File: src/rtl/opd_pkg.sv
package opd_pkg;

  localparam int INSTR_W = 16;
  localparam int RIDX_W  = 4;

  typedef enum logic [1:0] {
    OPK_REG   = 2'd0,
    OPK_MEM   = 2'd1,
    OPK_CONST = 2'd2
  } opk_e;

  typedef enum logic [2:0] {
    ST_IDLE = 3'd0,
    ST_SRC  = 3'd1,
    ST_SEXT = 3'd2,
    ST_DST  = 3'd3,
    ST_DEXT = 3'd4,
    ST_DONE = 3'd5
  } st_e;

  typedef struct packed {
    logic [3:0]        op;
    logic [RIDX_W-1:0] sreg;
    logic              dmode;
    logic              byte_op;
    logic [1:0]        smode;
    logic [RIDX_W-1:0] dreg;
  } fields_t;

endpackage

File: src/rtl/opd_field_split.sv
module opd_field_split
  import opd_pkg::*;
(
  input  logic [INSTR_W-1:0] instr,
  output fields_t            fld
);

  // Field positions are fixed by the instruction format.
  assign fld.op      = instr[15:12];
  assign fld.sreg    = instr[11:8];
  assign fld.dmode   = instr[7];
  assign fld.byte_op = instr[6];
  assign fld.smode   = instr[5:4];
  assign fld.dreg    = instr[3:0];

endmodule

File: src/rtl/opd_src_resolve.sv
module opd_src_resolve
  import opd_pkg::*;
#(
  parameter int                DW     = 16,
  parameter logic [RIDX_W-1:0] PC_IDX = 4'd0,
  parameter logic [RIDX_W-1:0] SR_IDX = 4'd2,
  parameter logic [RIDX_W-1:0] CG_IDX = 4'd3
) (
  input  logic [RIDX_W-1:0] sreg,
  input  logic [1:0]        smode,
  input  logic              byte_op,
  input  logic [DW-1:0]     reg_val,
  input  logic [DW-1:0]     pc,
  input  logic [DW-1:0]     ext,
  output logic              need_ext,
  output logic              post_inc,
  output logic [DW-1:0]     inc_val,
  output opk_e              kind,
  output logic [DW-1:0]     val
);

  localparam logic [DW-1:0] INC_BYTE = DW'(1);
  localparam logic [DW-1:0] INC_WORD = DW'(2);
  localparam logic [DW-1:0] K_FOUR   = DW'(4);
  localparam logic [DW-1:0] K_EIGHT  = DW'(8);

  logic [DW-1:0] idx_val;
  assign idx_val = DW'(sreg);
  assign inc_val = reg_val + (byte_op ? INC_BYTE : INC_WORD);

  always_comb begin
    need_ext = 1'b0;
    post_inc = 1'b0;
    kind     = OPK_REG;
    val      = idx_val;
    if (sreg == CG_IDX) begin
      // constant generator register
      kind = OPK_CONST;
      case (smode)
        2'd0:    val = '0;
        2'd1:    val = DW'(1);
        2'd2:    val = DW'(2);
        default: val = '1;
      endcase
    end else if (sreg == SR_IDX) begin
      case (smode)
        2'd0: ;
        2'd1: begin
          need_ext = 1'b1;
          kind     = OPK_MEM;
          val      = ext;
        end
        2'd2: begin
          kind = OPK_CONST;
          val  = K_FOUR;
        end
        default: begin
          kind = OPK_CONST;
          val  = K_EIGHT;
        end
      endcase
    end else if (sreg == PC_IDX) begin
      case (smode)
        2'd0: ;
        2'd1: begin
          need_ext = 1'b1;
          kind     = OPK_MEM;
          val      = pc + ext;
        end
        2'd2: begin
          kind = OPK_MEM;
          val  = pc;
        end
        default: begin
          need_ext = 1'b1;
          kind     = OPK_CONST;
          val      = ext;
        end
      endcase
    end else begin
      case (smode)
        2'd0: ;
        2'd1: begin
          need_ext = 1'b1;
          kind     = OPK_MEM;
          val      = reg_val + ext;
        end
        2'd2: begin
          kind = OPK_MEM;
          val  = reg_val;
        end
        default: begin
          kind     = OPK_MEM;
          val      = reg_val;
          post_inc = 1'b1;
        end
      endcase
    end
  end

endmodule

File: src/rtl/opd_dst_resolve.sv
module opd_dst_resolve
  import opd_pkg::*;
#(
  parameter int                DW     = 16,
  parameter logic [RIDX_W-1:0] PC_IDX = 4'd0,
  parameter logic [RIDX_W-1:0] SR_IDX = 4'd2
) (
  input  logic [RIDX_W-1:0] dreg,
  input  logic              dmode,
  input  logic [DW-1:0]     reg_val,
  input  logic [DW-1:0]     pc,
  input  logic [DW-1:0]     ext,
  output logic              need_ext,
  output opk_e              kind,
  output logic [DW-1:0]     val
);

  always_comb begin
    need_ext = dmode;
    kind     = OPK_REG;
    val      = DW'(dreg);
    if (dmode) begin
      kind = OPK_MEM;
      if (dreg == PC_IDX)      val = pc + ext;
      else if (dreg == SR_IDX) val = ext;
      else                     val = reg_val + ext;
    end
  end

endmodule

File: src/rtl/opd_fetch_ctrl.sv
module opd_fetch_ctrl
  import opd_pkg::*;
#(
  parameter int                DW      = 16,
  parameter int                PC_STEP = 2,
  parameter logic [RIDX_W-1:0] PC_IDX  = 4'd0,
  parameter logic [RIDX_W-1:0] SR_IDX  = 4'd2,
  parameter logic [RIDX_W-1:0] CG_IDX  = 4'd3
) (
  input  logic               clk,
  input  logic               rst_n,
  input  logic               start,
  input  logic [INSTR_W-1:0] instr,
  input  logic [DW-1:0]      pc_in,
  output logic               busy,
  output logic               done,
  output logic               mem_req,
  output logic [DW-1:0]      mem_addr,
  input  logic [DW-1:0]      mem_rdata,
  output logic [RIDX_W-1:0]  rf_raddr,
  input  logic [DW-1:0]      rf_rdata,
  output logic               rf_we,
  output logic [RIDX_W-1:0]  rf_waddr,
  output logic [DW-1:0]      rf_wdata,
  output logic [3:0]         op_o,
  output logic               byte_o,
  output logic [1:0]         src_kind_o,
  output logic [DW-1:0]      src_val_o,
  output logic [1:0]         dst_kind_o,
  output logic [DW-1:0]      dst_val_o,
  output logic [DW-1:0]      pc_o
);

  localparam logic [DW-1:0] STEP = DW'(PC_STEP);

  st_e           state_q, state_d;
  fields_t       fld_q, fld_in;
  logic [DW-1:0] pc_q, pc_d, base_q;
  opk_e          src_kind_q, dst_kind_q;
  logic [DW-1:0] src_val_q, dst_val_q;

  logic fld_en, pc_en, base_en, src_en, dst_en;

  logic          s_need, s_pinc;
  logic [DW-1:0] s_newv, s_val, s_regv;
  opk_e          s_kind;
  logic          d_need;
  logic [DW-1:0] d_val, d_regv;
  opk_e          d_kind;

  // Extension cycles use the base captured in the preceding read cycle.
  assign s_regv = (state_q == ST_SEXT) ? base_q : rf_rdata;
  assign d_regv = (state_q == ST_DEXT) ? base_q : rf_rdata;

  opd_field_split u_split (
    .instr (instr),
    .fld   (fld_in)
  );

  opd_src_resolve #(
    .DW(DW), .PC_IDX(PC_IDX), .SR_IDX(SR_IDX), .CG_IDX(CG_IDX)
  ) u_src (
    .sreg     (fld_q.sreg),
    .smode    (fld_q.smode),
    .byte_op  (fld_q.byte_op),
    .reg_val  (s_regv),
    .pc       (pc_q),
    .ext      (mem_rdata),
    .need_ext (s_need),
    .post_inc (s_pinc),
    .inc_val  (s_newv),
    .kind     (s_kind),
    .val      (s_val)
  );

  opd_dst_resolve #(
    .DW(DW), .PC_IDX(PC_IDX), .SR_IDX(SR_IDX)
  ) u_dst (
    .dreg     (fld_q.dreg),
    .dmode    (fld_q.dmode),
    .reg_val  (d_regv),
    .pc       (pc_q),
    .ext      (mem_rdata),
    .need_ext (d_need),
    .kind     (d_kind),
    .val      (d_val)
  );

  // Next state and enables
  always_comb begin
    state_d  = state_q;
    pc_d     = pc_q + STEP;
    fld_en   = 1'b0;
    pc_en    = 1'b0;
    base_en  = 1'b0;
    src_en   = 1'b0;
    dst_en   = 1'b0;
    mem_req  = 1'b0;
    rf_we    = 1'b0;
    rf_raddr = fld_q.sreg;
    unique case (state_q)
      ST_IDLE: begin
        if (start) begin
          fld_en  = 1'b1;
          pc_en   = 1'b1;
          pc_d    = pc_in;
          state_d = ST_SRC;
        end
      end
      ST_SRC: begin
        base_en = 1'b1;
        rf_we   = s_pinc;
        if (s_need) begin
          mem_req = 1'b1;
          state_d = ST_SEXT;
        end else begin
          src_en  = 1'b1;
          state_d = ST_DST;
        end
      end
      ST_SEXT: begin
        src_en  = 1'b1;
        pc_en   = 1'b1;
        state_d = ST_DST;
      end
      ST_DST: begin
        rf_raddr = fld_q.dreg;
        base_en  = 1'b1;
        if (d_need) begin
          mem_req = 1'b1;
          state_d = ST_DEXT;
        end else begin
          dst_en  = 1'b1;
          state_d = ST_DONE;
        end
      end
      ST_DEXT: begin
        dst_en  = 1'b1;
        pc_en   = 1'b1;
        state_d = ST_DONE;
      end
      ST_DONE: state_d = ST_IDLE;
      default: state_d = ST_IDLE;
    endcase
  end

  // State registers
  always_ff @(posedge clk or negedge rst_n) begin
    if (!rst_n) begin
      state_q    <= ST_IDLE;
      fld_q      <= '0;
      pc_q       <= '0;
      base_q     <= '0;
      src_kind_q <= OPK_REG;
      src_val_q  <= '0;
      dst_kind_q <= OPK_REG;
      dst_val_q  <= '0;
    end else begin
      state_q <= state_d;
      if (fld_en)  fld_q  <= fld_in;
      if (pc_en)   pc_q   <= pc_d;
      if (base_en) base_q <= rf_rdata;
      if (src_en) begin
        src_kind_q <= s_kind;
        src_val_q  <= s_val;
      end
      if (dst_en) begin
        dst_kind_q <= d_kind;
        dst_val_q  <= d_val;
      end
    end
  end

  assign busy       = (state_q != ST_IDLE);
  assign done       = (state_q == ST_DONE);
  assign mem_addr   = pc_q;
  assign rf_waddr   = fld_q.sreg;
  assign rf_wdata   = s_newv;
  assign op_o       = fld_q.op;
  assign byte_o     = fld_q.byte_op;
  assign src_kind_o = src_kind_q;
  assign src_val_o  = src_val_q;
  assign dst_kind_o = dst_kind_q;
  assign dst_val_o  = dst_val_q;
  assign pc_o       = pc_q;

endmodule

File: config.mk
export PLATFORM = sky130hd
export DESIGN_NAME = opd_fetch_ctrl
export DESIGN_NICKNAME = d
export VERILOG_FILES = /design/src/rtl/opd_pkg.sv /design/src/rtl/opd_field_split.sv /design/src/rtl/opd_src_resolve.sv /design/src/rtl/opd_dst_resolve.sv /design/src/rtl/opd_fetch_ctrl.sv
export SDC_FILE = /design/constraint.sdc
export NUM_CORES = 1
export LEC_CHECK = 0
export BUFFER_PORTS_ARGS = -buffer_cell sky130_fd_sc_hd__buf_2
export CAP_MARGIN = 20
export CORE_MARGIN = 1
export CORE_UTILIZATION = 50
export DETAILED_ROUTE_END_ITERATION = 10
export GPL_TIMING_DRIVEN = 0
export PLACE_DENSITY = 0.74
export SLEW_MARGIN = 15
export SYNTH_ARGS = -nofsm -noshare
export SYNTH_HDL_FRONTEND = slang
export SYNTH_SLANG_ARGS = --single-unit
File: constraint.sdc
create_clock -name clk -period 5 [get_ports clk]
set_input_delay 0.75 -clock clk [delete_from_list [all_inputs] [get_ports clk]]
set_output_delay 0.75 -clock clk [all_outputs]
set_load 0.05 [all_outputs]
==> out/qor.txt, run 1 <==
Status -> completed
Final Hold Fails -> 0
Postcts setup bufs -> 0
Cts bufs inserted -> 9
Critical path capture point type -> flip-flop
Vias in the first global route -> 7640
Layout cell share with drive strength beyond 1 -> 0.252
EDFF count, synth -> 0
Worst-margin pin slew -> 774 ps
Chip height -> 128 um
# rows -> 45
Synth area leader -> dfrtp_1
# Max-Cap Violations -> 0
Clk slew on worst S/H paths -> 80 ps
CP Max Fanout -> 10
Core area -> 15400 um^2
Final setup viols -> 0
Fin util -> 0.611
Synthesized instance count -> 949
Clk_skew -> 14.3 ps
Reg2reg path depth -> 14
P&R area growth vs syn -> 17.9%
Gpl congestion -> 0.953
Initial Utilization -> 0.518
Critical path arrival -> 5060 ps
Cell area after synthesis -> 8000 um^2
CTS H-tree depth -> 3
Drt wl/cell -> 20.5 um
Min cycle time layout -> 4800 ps
CTS tree -> yes
Die ar. -> 16500 um^2
RSZ-0062 raised after global routing -> false
Clock latency on the worst-skew pair -> 370 ps
Max-slew violation count -> 0
#FFs+latches synth -> 86
Most common cell after layout, fill and taps aside -> buf_2
Drt first-iter violations -> 903
Register area share after synthesis -> 0.269
Via density -> 6.16
Initial antenna violation count -> 0
Via count -> 8270
Largest cells by area after synthesis -> dfrtp_1 27%, ha_1 8.9%, mux2_2 7.3%, o21ai_0 4.9%, nand2_1 4.5%
DRT Pass-1 Iters -> 5
Final period utilization -> 0.960
Ys async rst share -> 1.00
Clk sink count -> 86
Syn_nets -> 1077
Placed cell area -> 9110 um^2
Most frequent cells in the layout -> 173 x buf_2, 95 x nand2_1, 86 x dfrtp_1
Total GRT Usage -> 0.341
DPL Wire Length -> 20800 um
Post-route cell area -> 9420 um^2
Top_reg_cell synth -> dfrtp_1
Die W -> 128 um
Antenna diodes -> 0
Fin nets -> 1254
Grt total ovfl -> 0
Buffers on Ports -> 165
Clock Path Buffers -> 2
Hold Path Class -> primary input to async pin
Io pins -> 168
Yosys top cell area share -> 0.269
Final wirelength -> 27500 um
Syn Area/Cell -> 8.42 um^2
Drt drc -> 0
Crit path required time -> 5260 ps
Worst setup margin -> 200 ps
Syn. warnings -> 0
Synth cell types -> 75
Setup_tns -> 0 ps
DRT antenna net count -> 0
Critical Path Source Type -> flip-flop
Achievable frequency -> 208 MHz
Hold buffers post-CTS -> 0
Pin count of the biggest net entering global routing -> 54
Kind of critical path -> flip-flop to flip-flop
Root buffer cell -> clkbuf_16
DP Worst Slack -> 14.9 ps
First-pass GRT wire length -> 42400 um
Rel. slew slack -> 0.484
[critical path: stages (launching register included)]
cell and delay, ps:
dfrtp_1 400, clkbuf_1 210, nor3b_2 400, clkbuf_1 530, mux2_2 410, ha_1 220
fa_1 430, a211oi_1 410, o21ai_0 230, a2111oi_1 380, nor3_1 170, a221oi_1 350
xor2_1 250, a21oi_1 110, a22o_1 190
[layout make-up]
cell class                 instances  area [um^2]
buffer                            72          375
tap                              211          264
clock buffer                       9          225
sequential                        86         2150
multi-input combinational        757         5350
clock inverter                     7         73.8
timing repair buffer             166          856
inverter                          34          128
fill                            1465         6000
[Yosys cell counts (22+ instances only)]
cell,count
a21oi_1,66
buf_4,25
clkbuf_1,34
dfrtp_1,86
ha_1,57
inv_1,34
mux2_2,52
mux2i_1,25
nand2_1,95
nand3_1,22
nor2_1,70
o21ai_0,78
xnor2_1,34
xor2_1,30
[timing repair]
item	in CTS	in global routing
endpoints found under the hold margin	0	0
gates cloned	0	0
endpoints found under the setup margin	1	2
resized for setup	1	2
[metal layers]
layer  global-route usage  share of wire
met5                    0              0
met1                0.467           0.42
met3               0.0811           0.11
met2                0.501           0.43
met4                0.168          0.045
[metrics by stage]
stage	hold WS (ps)	cells
finish	348	1342
global route	372	1342
CTS	360	1342
detailed placement	466	1326
global placement	459	1325
floorplan	454	949
[cells by family (layout without fill, tap and decap cells)]
group,after synthesis,in the layout,synth area share
buffers and inverters,106,288,0.0628
DFF,86,86,0.269
muxes,78,78,0.106
xor gates and xnor gates,64,64,0.0701
and+or+nand+nor,274,274,0.161
AOI/OAI and AO/OA,279,279,0.231
adders and majority gates,61,61,0.0992
other,1,1,0.000469
[sequential cells by signal (all words and copies together), names as in the netlist]
register,flops
state_q,3
src_val_o,16
fld_q,7
src_kind_o,2
base_q,16
dst_val_o,16
op_o,4
dst_kind_o,1
byte_o,1
mem_addr,16
rf_waddr,4
[worst paths after layout]
| kind | start | to | slack, ps |
|---|---|---|---|
| max | state_q[0]$_DFFE_PN0P_ | dst_val_o[14]$_DFFE_PN0P_ | 200 |
| min | rst_n | dst_val_o[0]$_DFFE_PN0P_ | 350 |
| max reg2reg | state_q[0]$_DFFE_PN0P_ | dst_val_o[14]$_DFFE_PN0P_ | 200 |
| min reg2reg | dst_val_o[7]$_DFFE_PN0P_ | dst_val_o[7]$_DFFE_PN0P_ | 480 |
| max in group asynchronous | rst_n | fld_q[5]$_DFFE_PN0P_ | 4010 |
| min in group clk | dst_val_o[7]$_DFFE_PN0P_ | dst_val_o[7]$_DFFE_PN0P_ | 480 |
Power of run 1 is left out: the tool's default activity adds up to more than one toggle a clock period on the data nets, which glitch-free logic cannot reach.
==> run 2: changes to the inputs <==
- PLACE_DENSITY: 0.74 -> 0.77
- clock period: 5 -> 4 ns (I/O delays scaled with it)
==> out/qor.txt, run 2 (synthesized netlist as in run 1, its figures left out) <==
Status -> completed
Min cycle time layout -> 3860 ps
Final setup viols -> 0
Drt wl/cell -> 21.0 um
Fill cells -> 1397
DRT antenna net count -> 0
Chip height -> 128 um
Final period utilization -> 0.964
Final Hold Fails -> 0
Max-slew violation count -> 0
Die ar. -> 16500 um^2
Non-filler instance count after layout -> 1347
Drt drc -> 0
DPL Wire Length -> 21100 um
Grt total ovfl -> 0
Io pins -> 168
Cts bufs inserted -> 9
Crit path required time -> 4260 ps
P&R area growth vs syn -> 21.0%
Rel. slew slack -> 0.520
Initial Utilization -> 0.518
Fin nets -> 1259
# rows -> 45
Critical path arrival -> 4110 ps
# Max-Cap Violations -> 0
Kind of critical path -> flip-flop to flip-flop
Most common cell after layout, fill and taps aside -> buf_2
Clk sink count -> 86
DP Worst Slack -> -784 ps
Clk_skew -> 11.1 ps
Via density -> 6.22
Core area -> 15400 um^2
Drt first-iter violations -> 952
Post-placement cell count -> 1326
Critical Path Source Type -> flip-flop
RSZ-0062 raised after global routing -> false
Hold Path Class -> primary input to async pin
Gpl congestion -> 0.963
CTS H-tree depth -> 3
Achievable frequency -> 259 MHz
Critical path capture point type -> flip-flop
Vias in the first global route -> 8078
Root buffer cell -> clkbuf_16
Die W -> 128 um
Via count -> 8375
Total GRT Usage -> 0.350
Clock latency on the worst-skew pair -> 360 ps
First-pass GRT wire length -> 43700 um
R2R setup slack -> 140 ps
DRT Pass-1 Iters -> 6
Layout cell share with drive strength beyond 1 -> 0.275
FF/Latch Area -> 2150 um^2
Worst setup margin -> 144 ps
Most frequent cells in the layout -> 165 x buf_2, 95 x nand2_1, 86 x dfrtp_1
Hold buffers post-CTS -> 0
Initial antenna violation count -> 0
Buffers on Ports -> 165
Clock Path Buffers -> 2
Pin count of the biggest net entering global routing -> 55
Antenna diodes -> 0
CTS tree -> yes
Final wirelength -> 28300 um
CP Max Fanout -> 10
Clk slew on worst S/H paths -> 70 ps
Worst-margin pin slew -> 720 ps
Area of the multi-input gates -> 5480 um^2
run 2: cell types whose count changed in the layout (fill, tap and decap cells not counted), moves of 3 or more:
cell,previous run,this run
inv_8,3,0
buf_2,173,165
nor3_2,0,4
nor3_1,20,16
mux2i_1,24,21
buf_4,26,35
inv_6,0,4
run 2: repair_timing:
item	4_1_cts	5_1_grt
endpoints found under the setup margin	24	11
setup buffers	4	1
pin swaps	1	4
gates resized for setup	23	19
run 2: cell type report:
| cell class | instances | share of cell area |
|---|---|---|
| plain buffers | 72 | 0.0415 |
| clock buffers | 9 | 0.0233 |
| clock inverters | 7 | 0.0103 |
| inverters | 34 | 0.0132 |
| multi-input cells | 757 | 0.566 |
| flip-flops and latches | 86 | 0.222 |
| well taps | 211 | 0.0273 |
| repair buffers | 171 | 0.0959 |
run 2: worst max-delay path, cell delays in order, from the launching register on:
cell	delay, ps
dfrtp_1	410
clkbuf_4	210
nor3b_4	300
buf_8	160
mux2_2	340
ha_1	230
fa_2	380
a211oi_2	290
o21ai_1	150
a2111oi_2	410
nor3_2	120
a221oi_2	250
xor2_1	210
a21oi_1	100
a22o_1	200
run 2: worst paths after layout:
kind                                              to                     start  cells past startpoint
max in group asynchronous   src_val_o[9]$_DFFE_PN0P_                     rst_n                      2
hold reg to reg             dst_val_o[9]$_DFFE_PN0P_  dst_val_o[9]$_DFFE_PN0P_                      2
setup reg to reg           dst_val_o[14]$_DFFE_PN0P_    state_q[1]$_DFFE_PN0P_                     14
min in group clk                fld_q[4]$_DFFE_PN0P_                  instr[4]                      3
setup / recovery           dst_val_o[14]$_DFFE_PN0P_    state_q[1]$_DFFE_PN0P_                     14
hold / removal              dst_val_o[1]$_DFFE_PN0P_                     rst_n                      1
run 2: through the flow:
step / area (um^2) / setup TNS [ps] / hold WS [ps] / util
floorplan: 8000 / 0 / 304 / -
global placement: 9090 / -3200 / 457 / 0.589
detailed placement: 9120 / -3370 / 458 / 0.591
CTS: 9590 / -25.8 / 212 / 0.622
global route: 9680 / 0 / 229 / 0.627
finish: 9680 / 0 / 198 / 0.627
run 2: per-layer routing:
metal / share of wire / GRT usage / up-vias
li1: - / - / 3803
met5: 0 / 0 / -
met4: 0.043 / 0.156 / 0
met2: 0.45 / 0.550 / 464
met3: 0.096 / 0.0844 / 88
met1: 0.41 / 0.458 / 4020
Power of run 2 is left out for the same reason.
